File: src/rtl/tmr_pair.sv
module tmr_pair #(
  parameter int         CW     = 16,
  parameter int         DIV    = 12,
  parameter logic [7:0] A_CTRL = 8'h88,
  parameter logic [7:0] A_MODE = 8'h89,
  parameter logic [7:0] A_LO   = 8'h8A,
  parameter logic [7:0] A_HI   = 8'h8C
) (
  input  logic       clk,
  input  logic       rst_n,
  input  logic       reg_wr,
  input  logic [7:0] reg_addr,
  input  logic [7:0] reg_wdata,
  output logic [7:0] reg_rdata,
  input  logic [1:0] evt_in,
  input  logic [1:0] gate_in,
  output logic [1:0] ovf_flag
);
  localparam int PW = $clog2(DIV);
  localparam int HW = CW / 2;
  localparam int NCH = 2;

  logic [7:0]       mode_q;
  logic [NCH-1:0]   run_q;
  logic [PW-1:0]    pre_q;
  logic [NCH*CW-1:0] cnt_all;

  wire tick    = (pre_q == PW'(DIV - 1));
  wire wr_ctrl = reg_wr && (reg_addr == A_CTRL);
  wire wr_mode = reg_wr && (reg_addr == A_MODE);

  always_ff @(posedge clk) begin
    if (!rst_n) begin
      mode_q <= '0;
      run_q  <= '0;
      pre_q  <= '0;
    end else begin
      pre_q <= tick ? '0 : pre_q + 1'b1;
      if (wr_mode) mode_q <= reg_wdata;
      if (wr_ctrl) run_q  <= reg_wdata[NCH-1:0];
    end
  end

  for (genvar ch = 0; ch < NCH; ch++) begin : g_ch
    logic          e1, e2, ed, g1, g2, ovf;
    logic [CW-1:0] cnt;

    wire       gate_en = mode_q[4*ch+3];
    wire       ct      = mode_q[4*ch+2];
    wire [1:0] md      = mode_q[4*ch +: 2];
    wire       fall    = ed & ~e2;
    wire       enable  = run_q[ch] & (~gate_en | g2);
    wire       inc     = enable & (ct ? fall : tick);
    wire       wr_lo   = reg_wr && (reg_addr == A_LO + 8'(ch));
    wire       wr_hi   = reg_wr && (reg_addr == A_HI + 8'(ch));
    wire       short   = (md == 2'b10);
    wire       wrap    = short ? &cnt[HW-1:0] : &cnt;

    always_ff @(posedge clk) begin
      if (!rst_n) begin
        {e1, e2, ed, g1, g2} <= '0;
        cnt <= '0;
        ovf <= 1'b0;
      end else begin
        e1 <= evt_in[ch];
        e2 <= e1;
        ed <= e2;
        g1 <= gate_in[ch];
        g2 <= g1;
        if (wr_lo)
          cnt[HW-1:0] <= reg_wdata;
        else if (wr_hi)
          cnt[CW-1:HW] <= reg_wdata;
        else if (inc) begin
          if (short)
            cnt[HW-1:0] <= wrap ? cnt[CW-1:HW] : cnt[HW-1:0] + 1'b1;
          else
            cnt <= cnt + 1'b1;
        end
        if (inc && wrap && !wr_lo && !wr_hi)
          ovf <= 1'b1;
        else if (wr_ctrl)
          ovf <= reg_wdata[4+ch];
      end
    end

    assign cnt_all[CW*ch +: CW] = cnt;
    assign ovf_flag[ch] = ovf;
  end

  always_comb begin
    reg_rdata = '0;
    unique case (reg_addr)
      A_CTRL:        reg_rdata = {2'b00, ovf_flag, 2'b00, run_q};
      A_MODE:        reg_rdata = mode_q;
      A_LO:          reg_rdata = cnt_all[HW-1:0];
      A_LO + 8'd1:   reg_rdata = cnt_all[CW+HW-1:CW];
      A_HI:          reg_rdata = cnt_all[CW-1:HW];
      A_HI + 8'd1:   reg_rdata = cnt_all[2*CW-1:CW+HW];
      default:       reg_rdata = '0;
    endcase
  end
endmodule


File: config.mk
export PLATFORM = sky130hd
export DESIGN_NAME = tmr_pair
export DESIGN_NICKNAME = d
export VERILOG_FILES = /design/src/rtl/tmr_pair.sv
export SDC_FILE = /design/constraint.sdc
export NUM_CORES = 1
export LEC_CHECK = 0
export ABC_AREA = 1
export BUFFER_PORTS_ARGS = -buffer_cell sky130_fd_sc_hd__buf_2
export CORE_MARGIN = 5
export CORE_UTILIZATION = 40
export CTS_CLUSTER_DIAMETER = 100
export DETAILED_ROUTE_END_ITERATION = 10
export SYNTH_ARGS = -nofsm -noshare
export SYNTH_HDL_FRONTEND = slang
export SYNTH_SLANG_ARGS = --single-unit
File: constraint.sdc
create_clock -name clk -period 5.35 [get_ports clk]
set_clock_uncertainty 0.15 [all_clocks]
set_input_delay 1.07 -clock clk [delete_from_list [all_inputs] [get_ports clk]]
set_output_delay 1.07 -clock clk [all_outputs]
set_load 0.02 [all_outputs]
-- Word-level counts from Yosys, hierarchy flattened
Index checks and enable logic that the tools add are counted.
- register bits after elaboration: 58
- bits in writable memories: 0
- word-level logic and storage cells: 106
- latch bits: 0
- output and inout port bits: 10
- bits in read-only memories: 0
- input port bits: 23
- memories kept: 0
- multiply operators: 0
- div/mod/pow operators: 0
- shift-type cells: 0
- mux-type cells: 23
- add/sub/neg operators: 5
- $lt $le $gt $ge: 0
- equality and inequality tests: 13
- bitwise gates (word level): 15
- reduce and logical (&&, ||, !) cells: 31
- operator list (operator ; count):
    $mux 8 ; 12
    $eq 8x8->1 const B ; 6
    $pmux 8 s6 ; 1
    $add 16x1->16 const B ; 2
    $mux 16 ; 2
    $reduce_and 16->1 ; 2
    $add 8x1->8 const B ; 2
    $reduce_and 8->1 ; 2
    $logic_and 1x1->1 ; 12
    $reduce_bool 2->1 ; 6
    $mux 1 ; 8
    $ne 2x2->1 const B ; 4
    $not 1->1 ; 7
    $and 1x1->1 ; 6
    $reduce_and 3->1 ; 2
    $add 4x1->4 const B ; 1
    $eq 2x2->1 const B ; 2
    $eq 4x4->1 const B ; 1
    $logic_not 1->1 ; 4
    $reduce_and 2->1 ; 2
    $or 1x1->1 ; 2
    $reduce_or 2->1 ; 1

-- Depth between registers and ports, before layout
Gate-level depths: netlist of the first run.
- word-level depth: 8
- depth in mapped cells: 13
- gate-level depth less buffers: 11

-- Worst setup path before layout of the first run
No wires, ideal clock.
- path kind: in2out
- start: in reg_addr[6]
- end: out reg_rdata[1]
- stages: 10
- required time: 4.130 ns
- data arrival time: 2.124 ns
- buffers on the path: 1
- setup slack: 2.006 ns
- path through: inv_1 -> nand2_2 -> nor2_8 -> buf_8 -> nand2_4 -> nor2_1 -> nand2_1 -> inv_1 -> a22oi_1 -> nand2_1
- cells in the longest elaborated chain, start to end: 2
- elaborated cells on any way between the ends: 7
- those cells by class: eq/ne (6); mux (1)
- ends and longest elaborated chain (element ; RTL line ; RTL):
    from (decl) ; 12 ; input logic [7:0] reg_addr,
    $eq 8x8->1 ; 93 ; unique case (reg_addr)
    $pmux 8 s6 (*) ; 93 ;
    to (decl) ; 14 ; output logic [7:0] reg_rdata,
Mark *: on every way between the ends. The rest lies on a longest branch, timed or not.

-- Worst setup path after layout of the first run
Ends and elaborated chain as after synthesis.

==> results by group, run 1 <==
Setup path
  – Crit Path Category: in2out
  – Crit path launch: reg_addr[6]
  – Slowest-stage cell, CP: nor2_8
  – Worst Path Max Fanout: 12
  – CP Capture Type: primary output
  – CP startpoint kind: primary input
  – FF-to-FF Start: g_ch[1].cnt[1]
  – Crit path required time: 4130 ps
  – Largest stage delay on the critical path: 260 ps
  – Crit path cell chain: buf_2, inv_1, nand2_2, nor2_8, nand2_4, nor2_1, nand2_1, inv_1, a22oi_1, nand2_1, buf_2
  – Critical path arrival: 2420 ps

Detailed routing
  – Routed wire length: 12610 microns
  – Vias per cell: 5.120
  – Drt initial violations: 470
  – Via Count: 4280
  – Routed Antenna Nets: 0
  – Residual DRC count: 0
  – First-pass DRT Iterations: 8
  – Wire per inst: 15.08 microns

Yosys
  – Syn nets: 697
  – Cells after synthesis: 671
  – Synth warn: 0
  – Asr flop ratio synth: 0
  – Synthesized area per cell: 5.924 sq um
  – Post-synth top cells: 197 x nand2_1, 102 x inv_1, 96 x nor2_1
  – Synth area leaders: dfxtp_1 29%, nand2_1 19%, inv_1 9.6%
  – Top FF cell, synth: dfxtp_1
  – EDFF count, synth: 0
  – Top cell type's share of synthesized area: 0.2921
  – Seq/Total Area, Yosys: 0.2921
  – Distinct cells, synth: 32
  – Post-synthesis cell area: 3975 sq um
  – Flops & latches, synth: 58
  – Yosys top cell by area: dfxtp_1
  – Most common cell in the synthesized netlist: nand2_1

Clocking
  – CTS resizes: 0
  – CTS tree: built
  – Setup Buffers After CTS: 0
  – CTS Buffer Depth: 2
  – Cts hold-fix bufs: 0
  – Clk Latency, worst-skew pair: 360 ps
  – Root buf cell: clkbuf_8
  – Num CTS Buffers: 9
  – H-tree Lvls: 3
  – CTS Sinks: 58
  – Worst-path clk slew: 80 ps

GRT
  – Number of global-route vias before repair: 3771
  – Gr usage total: 0.2208
  – Largest net degree at the start of global routing: 33
  – First-pass GRT wire length: 19820 microns
  – Initial antenna violation count: 0
  – Total grt overflow: 0

Timing
  – Slew @ Worst Pin: 855.5 ps
  – Final min period: 3638 ps
  – Fin. Hold Viols: 0
  – Worst Setup Slack, final: 1712 ps
  – Setup TNS: 0 ps
  – Fin. max-slew vios: 0
  – Max frequency: 274.9 MHz
  – RSZ-0062 raised after global routing: no
  – Slew margin rel.: 0.4291
  – Fin crit share: 0.6800
  – Hold Slack: 268.0 ps
  – Setup Viol. Count Final: 0

Finish
  – Max reg flops: 32
  – Antenna Cells: 0
  – Fin cells: 836
  – Layout cells sized above 1: 0.1110
  – Area Overhead vs Synth: 11.14%
  – Top flop regs: g_ch.cnt: 32 flops, mode_q: 8 flops, pre_q: 4 flops
  – Final #Nets: 724
  – Biggest register: g_ch.cnt

Die
  – Die Width: 109.7 microns
  – Initial core utilization: 0.4086
  – Row count: 36
  – CORE AREA: 9729 sq um
  – Total die area: 12030 sq um
  – IO Count: 33
  – Die height: 109.7 microns

Pwr
  – Pwr Total: 0.9718 mW
  – Peak VDD IR: 0.1771 mV
  – Lkg Pwr: 2.024 nW
  – Cell Pwr Density: 220.0 nW/um^2

Worst hold path
  – Worst hold path type: reg2reg
  – Min-delay src: g_ch[0].e1

Placed design
  – Number of placed instances, taps included: 820
  – GPL Wtd Cong: 0.9439
  – Place WS: 1719 ps
  – Port Buffer Count: 32
  – DP HPWL: 9728 microns

Job
  – MaxCap Viol Count: 0

Run status
  – Run status: finished clean
final timing paths:
| path | slack, ps | cells after the start | endpoint |
|---|---|---|---|
| worst max-delay path | 1710 | 11 | reg_rdata[1] |
| worst min-delay path | 270 | 2 | g_ch[0].e2 |
| worst max register to register | 3090 | 9 | g_ch[1].cnt[1] |
| worst min register to register | 270 | 2 | g_ch[0].e2 |
routing by layer:
layer,track usage,vias to the layer above,part of all wire
met5,0,-,0
met4,0.06857,0,0.025
met3,0.04521,27,0.071
met2,0.3344,166,0.44
met1,0.3139,1925,0.47
li1,-,2162,-
worst max-delay path: cells and delay by family:
family,cells,cell delay (ps)
simple gates,6,790
buf+inv,4,460
compound gates,1,90
stage by stage:
| step | cell area [sq um] | utilization |
|---|---|---|
| 2_1_floorplan | 3975 | - |
| 3_3_place_gp | 4193 | 0.4309 |
| 3_5_place_dp | 4193 | 0.4309 |
| 4_1_cts | 4418 | 0.4541 |
| 5_1_grt | 4418 | 0.4541 |
| 6_report | 4418 | 0.4541 |
power by group:
group	internal, mW	switching (mW)
sequential	0.437	0.00238
clock	0.266	0.216
combinational	0.0138	0.0368
total	0.717	0.255
cell usage in the layout (no fill, tap or decap), drive strengths merged:
master and n:
a21oi 36, xor2 7, buf 32, ha 3, o22ai 12, a211oi 1
nand4 10, inv 107, nand3 52, clkinvlp 2, nor2 108, o21ai 48
nand3b 1, clkinv 1, nand2 204, and2 1, or2 3, dfxtp 58
o211ai 1, bufinv 2, a22oi 5, clkbuf 9
cells by family (layout without fill, tap and decap cells):
| group | Yosys count | after routing | synth area share |
|---|---|---|---|
| xor+xnor | 7 | 7 | 0.01542 |
| buf+inv | 121 | 153 | 0.1265 |
| compound gates | 103 | 103 | 0.1379 |
| flops | 58 | 58 | 0.2921 |
| simple gates | 379 | 379 | 0.4186 |
| fa+ha+maj | 3 | 3 | 0.009444 |
final cells by class:
type	count	area, sq um
Clock buffer	9	123.9
Clock inverter	7	101.3
Fill cell	1079	5311
Inverter	105	394.1
Multi-Input combinational cell	492	2311
Sequential cell	58	1161
Tap cell	133	166.4
Timing Repair Buffer	32	160.2
Note: power is estimated with default switching activity, not from simulation.
==> run 2, diff against run 1 <==
==> constraint.sdc (replaced) <==
create_clock -name clk -period 3 [get_ports clk]
set_clock_uncertainty 0.15 [all_clocks]
set_input_delay 0.6 -clock clk [delete_from_list [all_inputs] [get_ports clk]]
set_output_delay 0.6 -clock clk [all_outputs]
set_load 0.02 [all_outputs]
==> results by group, run 2 (synthesis results as in run 1) <==
Run status
  – Run status: finished clean

Finish
  – Most common library cell in the layout ignoring fill and taps: nand2_1
  – Fin cells: 838 (+0.24%)
  – Antenna Cells: 0 (unchanged)
  – Area Overhead vs Synth: 10.99%
  – Fill cells: 1104 (+2.3%)
  – Max reg flops: 32 (unchanged)
  – Most frequent cells in the layout: 197 x nand2_1, 102 x inv_1, 96 x nor2_1, 58 x dfxtp_1, 48 x nand3_1
  – Layout cells sized above 1: 0.1135 (+0.002522)
  – Top flop regs: g_ch.cnt: 32 flops, mode_q: 8 flops, pre_q: 4 flops
  – Biggest register: g_ch.cnt
  – Final #Nets: 726 (+0.28%)

Detailed routing
  – Residual DRC count: 0 (unchanged)
  – Drt initial violations: 382 (-19%)
  – First-pass DRT Iterations: 5 (-3)
  – Vias per cell: 5.129 (+0.18%)
  – Via Count: 4298 (+0.42%)
  – Routed Antenna Nets: 0 (unchanged)
  – Routed wire length: 12670 microns (+0.54%)
  – Wire per inst: 15.12 microns (+0.30%)

Setup path
  – CP startpoint kind: primary input
  – Crit path launch: reg_addr[6]
  – Critical path arrival: 2030 ps (-390 ps)
  – Reg2Reg Setup Slack: 750 ps (-2340 ps)
  – Cell repeated most along the worst path: buf_2
  – Worst Path Max Fanout: 12 (unchanged)
  – CP Capture Type: primary output
  – Crit path cell chain: buf_2, inv_1, nand2_2, nor2_8, nand3_1, o22ai_1, a21oi_1, nand2_1, buf_2
  – Slowest-stage cell, CP: nand3_1
  – Largest stage delay on the critical path: 330 ps (+70 ps)
  – FF-to-FF Start: g_ch[1].cnt[1]
  – CP top delay family: simple AND/OR/NAND/NOR gates
  – Register-to-Register Path Depth: 9 (unchanged)
  – Crit path buffers/inverters: 3 (-1)
  – Crit path required time: 2250 ps (-1880 ps)
  – Crit Path Category: in2out
  – R2R Path End: g_ch[1].cnt[1]

Worst hold path
  – Worst hold path type: reg2reg
  – Min-delay src: g_ch[1].g1
  – Hold Path End: g_ch[1].g2
  – Hold Path Depth: 2 (unchanged)

Timing
  – Fin crit share: 0.9278
  – Setup TNS: 0 ps (unchanged)
  – Slew @ Worst Pin: 909.1 ps (+53.59 ps)
  – Max frequency: 359.3 MHz
  – Fin. max-slew vios: 0 (unchanged)
  – Setup Viol. Count Final: 0 (unchanged)
  – RSZ-0062 raised after global routing: no
  – Fin. Hold Viols: 0 (unchanged)
  – Final min period: 2783 ps
  – Slew margin rel.: 0.3933 (-0.03576)

Clocking
  – H-tree Lvls: 3 (unchanged)
  – Cts hold-fix bufs: 0 (unchanged)
  – Worst-path clk slew: 80 ps (about the same)
  – Root buf cell: clkbuf_8
  – Num CTS Buffers: 9 (unchanged)
  – Clk Latency, worst-skew pair: 360 ps (about the same)
  – Setup Buffers After CTS: 0 (unchanged)
  – CTS Buffer Depth: 2 (unchanged)
  – CTS resizes: 0 (unchanged)
  – CTS tree: built
  – CTS Sinks: 58 (unchanged)

Pwr
  – P_sw: 0.4322 mW (+69%)
  – Sequential power share: 0.477 (+0.025)
  – Comb pwr share: 0.056 (+0.004)
  – Clk network pwr share: 0.467 (-0.029)
  – Internal power: 1.210 mW (+69%)
  – Lkg Pwr: 2.021 nW (-0.15%)
  – Sw Share: 0.2632 (+0.0005713)
  – Cell Pwr Density: 372.2 nW/um^2 (+69%)
  – Peak VDD IR: 0.2771 mV (+56%)

GRT
  – Initial antenna violation count: 0 (unchanged)
  – Gr usage total: 0.2207 (about the same)
  – First-pass GRT wire length: 19980 microns (+0.84%)
  – Largest net degree at the start of global routing: 32 (-3.0%)
  – Total grt overflow: 0 (unchanged)
  – Number of global-route vias before repair: 3757 (-0.37%)

Die
  – Initial core utilization: 0.4086 (unchanged)
  – Row count: 36 (unchanged)
  – IO Count: 33 (unchanged)
  – Total die area: 12030 sq um (unchanged)
  – CORE AREA: 9729 sq um (unchanged)
  – Die Width: 109.7 microns (unchanged)
  – Die height: 109.7 microns (unchanged)

Placed design
  – GPL Wtd Cong: 0.9557 (+1.3%)
  – DP HPWL: 9706 microns (-0.22%)
  – Port Buffer Count: 32 (unchanged)
  – Number of placed instances, taps included: 822 (+0.24%)

Job
  – MaxCap Viol Count: 0 (unchanged)
==> run 2: changes by cell type in the layout (fill, tap and decap cells not counted), sizes merged <==
cell	before	now
buf	32	34
inv	107	105
bufinv	2	1
clkbuf	9	10
clkinv	1	2
clkinvlp	2	3
==> run 2: area by class of cell <==
type	instances	area, sq um	area share
multi-input cells	492	2311	0.5238
flip-flops and latches	58	1161	0.2632
inverters	105	394.1	0.08934
repair buffers	34	175.2	0.03971
well taps	133	166.4	0.03772
clock buffers	10	137.6	0.03120
clock inverters	6	66.31	0.01503
==> run 2: worst reg2reg max path, cell delays in order, from the launching register on <==
cell and delay (ps):
dfxtp_1 450, ha_1 240, nand2_1 120, nor2_4 170, nand3_1 310, or2_2 390, o21ai_0 70, nor2_1 60
nor2_1 110, nor2_1 40
==> run 2: stage by stage <==
| step | hold WS (ps) | instance area (sq um) | power, mW | setup WS [ps] | utilization |
|---|---|---|---|---|---|
| 6_report | 259.8 | 4412 | 1.642 | 216.6 | 0.4534 |
| 5_1_grt | 285.1 | 4412 | 1.697 | 131.8 | 0.4534 |
| 4_1_cts | 261.1 | 4412 | 1.662 | 270.1 | 0.4534 |
| 3_5_place_dp | 250.0 | 4208 | 0.8932 | 273.3 | 0.4325 |
| 3_3_place_gp | 243.3 | 4208 | 0.8906 | 335.9 | 0.4325 |
| 2_1_floorplan | 240.5 | 3975 | 0.8510 | 595.7 | - |
==> run 2: per-layer routing <==
metal	track usage	vias to the layer above	wire length (microns)
li1	-	2172	-
met1	0.3144	1946	6019
met2	0.3282	154	5418
met3	0.03053	26	842
met4	0.1015	0	392
met5	0	-	0
==> run 2: how the worst max path moves through the flow <==
stage,to,slack [ps],cells after the start
3_3_place_gp,reg_rdata[1],340,11
2_1_floorplan,reg_rdata[1],600,10
6_report,reg_rdata[3],220,9
3_5_place_dp,reg_rdata[1],270,11
5_1_grt,reg_rdata[2],130,11
4_1_cts,reg_rdata[1],270,11
==> run 2: power groups by stage <==
stage          clock network (mW)  registers [mW]  logic [mW]
6_report                    0.766           0.784      0.0923
2_1_floorplan                   0           0.800      0.0507
4_1_cts                     0.786           0.783      0.0918
5_1_grt                     0.811           0.785       0.102
3_3_place_gp                    0           0.801      0.0894
3_5_place_dp                    0           0.801      0.0917
==> run 3, diff against run 2 <==
--- a/config.mk
+++ b/config.mk
@@ -8,7 +8,7 @@
 export ABC_AREA = 1
 export BUFFER_PORTS_ARGS = -buffer_cell sky130_fd_sc_hd__buf_2
 export CORE_MARGIN = 5
-export CORE_UTILIZATION = 40
+export CORE_UTILIZATION = 34
 export CTS_CLUSTER_DIAMETER = 100
 export DETAILED_ROUTE_END_ITERATION = 10
 export SYNTH_ARGS = -nofsm -noshare
==> results by group, run 3 (synthesis results as in run 1) <==
Setup path
  – CP startpoint kind: primary input
  – Crit path required time: 2250 ps (about the same)
  – CP Capture Type: primary output
  – Critical path arrival: 1960 ps (-70 ps)
  – Worst Path Max Fanout: 12 (unchanged)
  – Crit Path Category: in2out
  – Reg2Reg Setup Slack: 710 ps (-40 ps)

Clocking
  – H-tree Lvls: 3 (unchanged)
  – Setup Buffers After CTS: 0 (unchanged)
  – Clk Latency, worst-skew pair: 340 ps (-20 ps)
  – Root buf cell: clkbuf_16
  – Worst-path clk slew: 50 ps (-30 ps)
  – CTS resizes: 0 (unchanged)
  – Cts hold-fix bufs: 0 (unchanged)
  – CTS Sinks: 58 (unchanged)
  – CTS tree: built
  – Num CTS Buffers: 9 (unchanged)
  – CTS Buffer Depth: 2 (unchanged)

Finish
  – Biggest register: g_ch.cnt
  – Max reg flops: 32 (unchanged)
  – Most frequent cells in the layout: 197 x nand2_1, 102 x inv_1, 96 x nor2_1, 58 x dfxtp_1, 48 x nand3_1
  – Register Area: 1161 sq um (unchanged)
  – Area Overhead vs Synth: 14.76%
  – Final #Nets: 726 (unchanged)
  – Fill cells: 1277 (+16%)
  – Fin cells: 847 (+1.1%)
  – Antenna Cells: 0 (unchanged)
  – Area of the multi-input gates: 2311 sq um (unchanged)
  – Top flop regs: g_ch.cnt: 32 flops, mode_q: 8 flops, pre_q: 4 flops
  – Most common library cell in the layout ignoring fill and taps: nand2_1
  – Layout cells sized above 1: 0.1122 (-0.001259)

Die
  – Total die area: 13950 sq um (+16%)
  – Initial core utilization: 0.3481 (-0.06044)
  – IO Count: 33 (unchanged)
  – CORE AREA: 11420 sq um (+17%)
  – Row count: 39 (+8.3%)
  – Die height: 118.1 microns (+7.7%)
  – Die Width: 118.1 microns (+7.7%)

Run status
  – Run status: finished clean

Timing
  – Max frequency: 369.6 MHz (+2.9%)
  – Fin. max-slew vios: 0 (unchanged)
  – RSZ-0062 raised after global routing: no
  – Fin. Hold Viols: 0 (unchanged)
  – Final min period: 2706 ps (-77.80 ps)
  – Slew margin rel.: 0.4099 (+0.01656)
  – Fin crit share: 0.9019 (-0.02593)
  – Setup Viol. Count Final: 0 (unchanged)
  – Slew @ Worst Pin: 884.2 ps (-24.81 ps)
  – Setup TNS: 0 ps (unchanged)

Job
  – MaxCap Viol Count: 0 (unchanged)

Placed design
  – DP HPWL: 9703 microns (about the same)
  – Port Buffer Count: 32 (unchanged)
  – GPL Wtd Cong: 0.9817 (+2.7%)
  – Number of placed instances, taps included: 832 (+1.2%)

Detailed routing
  – Via Count: 4226 (-1.7%)
  – Vias per cell: 4.989 (-2.7%)
  – Wire per inst: 14.86 microns (-1.7%)
  – Residual DRC count: 0 (unchanged)
  – First-pass DRT Iterations: 5 (unchanged)
  – Routed wire length: 12590 microns (-0.66%)
  – Drt initial violations: 294 (-23%)
  – Routed Antenna Nets: 0 (unchanged)

GRT
  – First-pass GRT wire length: 20310 microns (+1.7%)
  – Initial antenna violation count: 0 (unchanged)
  – Largest net degree at the start of global routing: 32 (unchanged)
  – Total grt overflow: 0 (unchanged)
  – Gr usage total: 0.1831 (-0.03759)
  – Number of global-route vias before repair: 3875 (+3.1%)

Worst hold path
  – Worst hold path type: reg2reg

Pwr
  – Lkg Pwr: 2.092 nW (+3.5%)
  – P_sw: 0.4484 mW (+3.7%)
  – Cell Pwr Density: 456.2 nW/um^2 (+23%)
  – Internal power: 1.633 mW (+35%)
  – Pwr Total: 2.081 mW (+27%)
  – Sw Share: 0.2154 (-0.04774)
  – Peak VDD IR: 0.3321 mV (+20%)
  – Clk network pwr share: 0.578 (+0.111)
  – Comb pwr share: 0.044 (-0.012)
  – Sequential power share: 0.377 (-0.100)
[run 3: changes by cell type in the layout (fill, tap and decap cells not counted)]
cell / previous run / this run
bufinv_16: 1 / 3
clkbuf_16: 0 / 9
clkinvlp_4: 3 / 1
clkinv_4: 1 / 0
clkbuf_8: 10 / 1
[run 3: power by group through the flow]
stage	clock [mW]	combinational (mW)	sequential, mW
floorplan	0	0.0507	0.800
global route	1.27	0.102	0.786
finish	1.20	0.0924	0.785
global placement	0	0.0902	0.801
detailed placement	0	0.0925	0.801
CTS	1.22	0.0929	0.785
[run 3: worst max-delay path: stages]
cell and delay, ps:
buf_2 90, inv_1 50, nand2_2 80, nor2_8 250, nand2_4 110, nor2_1 130, nand2_1 140, inv_1 160
a22oi_1 90, nand2_1 80, buf_2 160
[run 3: metrics by stage]
stage | hold WS, ps | util | cell area, sq um | setup slack (ps)
global placement | 244.0 | 0.3696 | 4220 | 340.9
CTS | 257.4 | 0.3995 | 4562 | 300.4
finish | 257.2 | 0.3995 | 4562 | 294.4
detailed placement | 245.4 | 0.3696 | 4220 | 308.5
floorplan | 240.5 | - | 3975 | 595.7
global route | 286.0 | 0.3995 | 4562 | 176.1
[run 3: final cells by class]
type / instances / area share
clock buffers: 10 / 0.05239
clock inverters: 5 / 0.02249
inverters: 105 / 0.08640
multi-input cells: 492 / 0.5066
flip-flops and latches: 58 / 0.2545
well taps: 143 / 0.03922
repair buffers: 34 / 0.03840
[run 3: final timing paths]
| check | start | endpoint | cells past startpoint |
|---|---|---|---|
| max | reg_addr[6] | reg_rdata[3] | 11 |
| min | g_ch[1].g1 | g_ch[1].g2 | 2 |
| max reg2reg | g_ch[1].cnt[1] | g_ch[1].cnt[1] | 9 |
| min reg2reg | g_ch[1].g1 | g_ch[1].g2 | 2 |
[run 3: per-layer routing]
layer | wire (microns) | track usage
met3 | 956 | 0.04517
met1 | 5748 | 0.2449
met5 | 0 | 0
met4 | 361 | 0.07384
met2 | 5522 | 0.2820
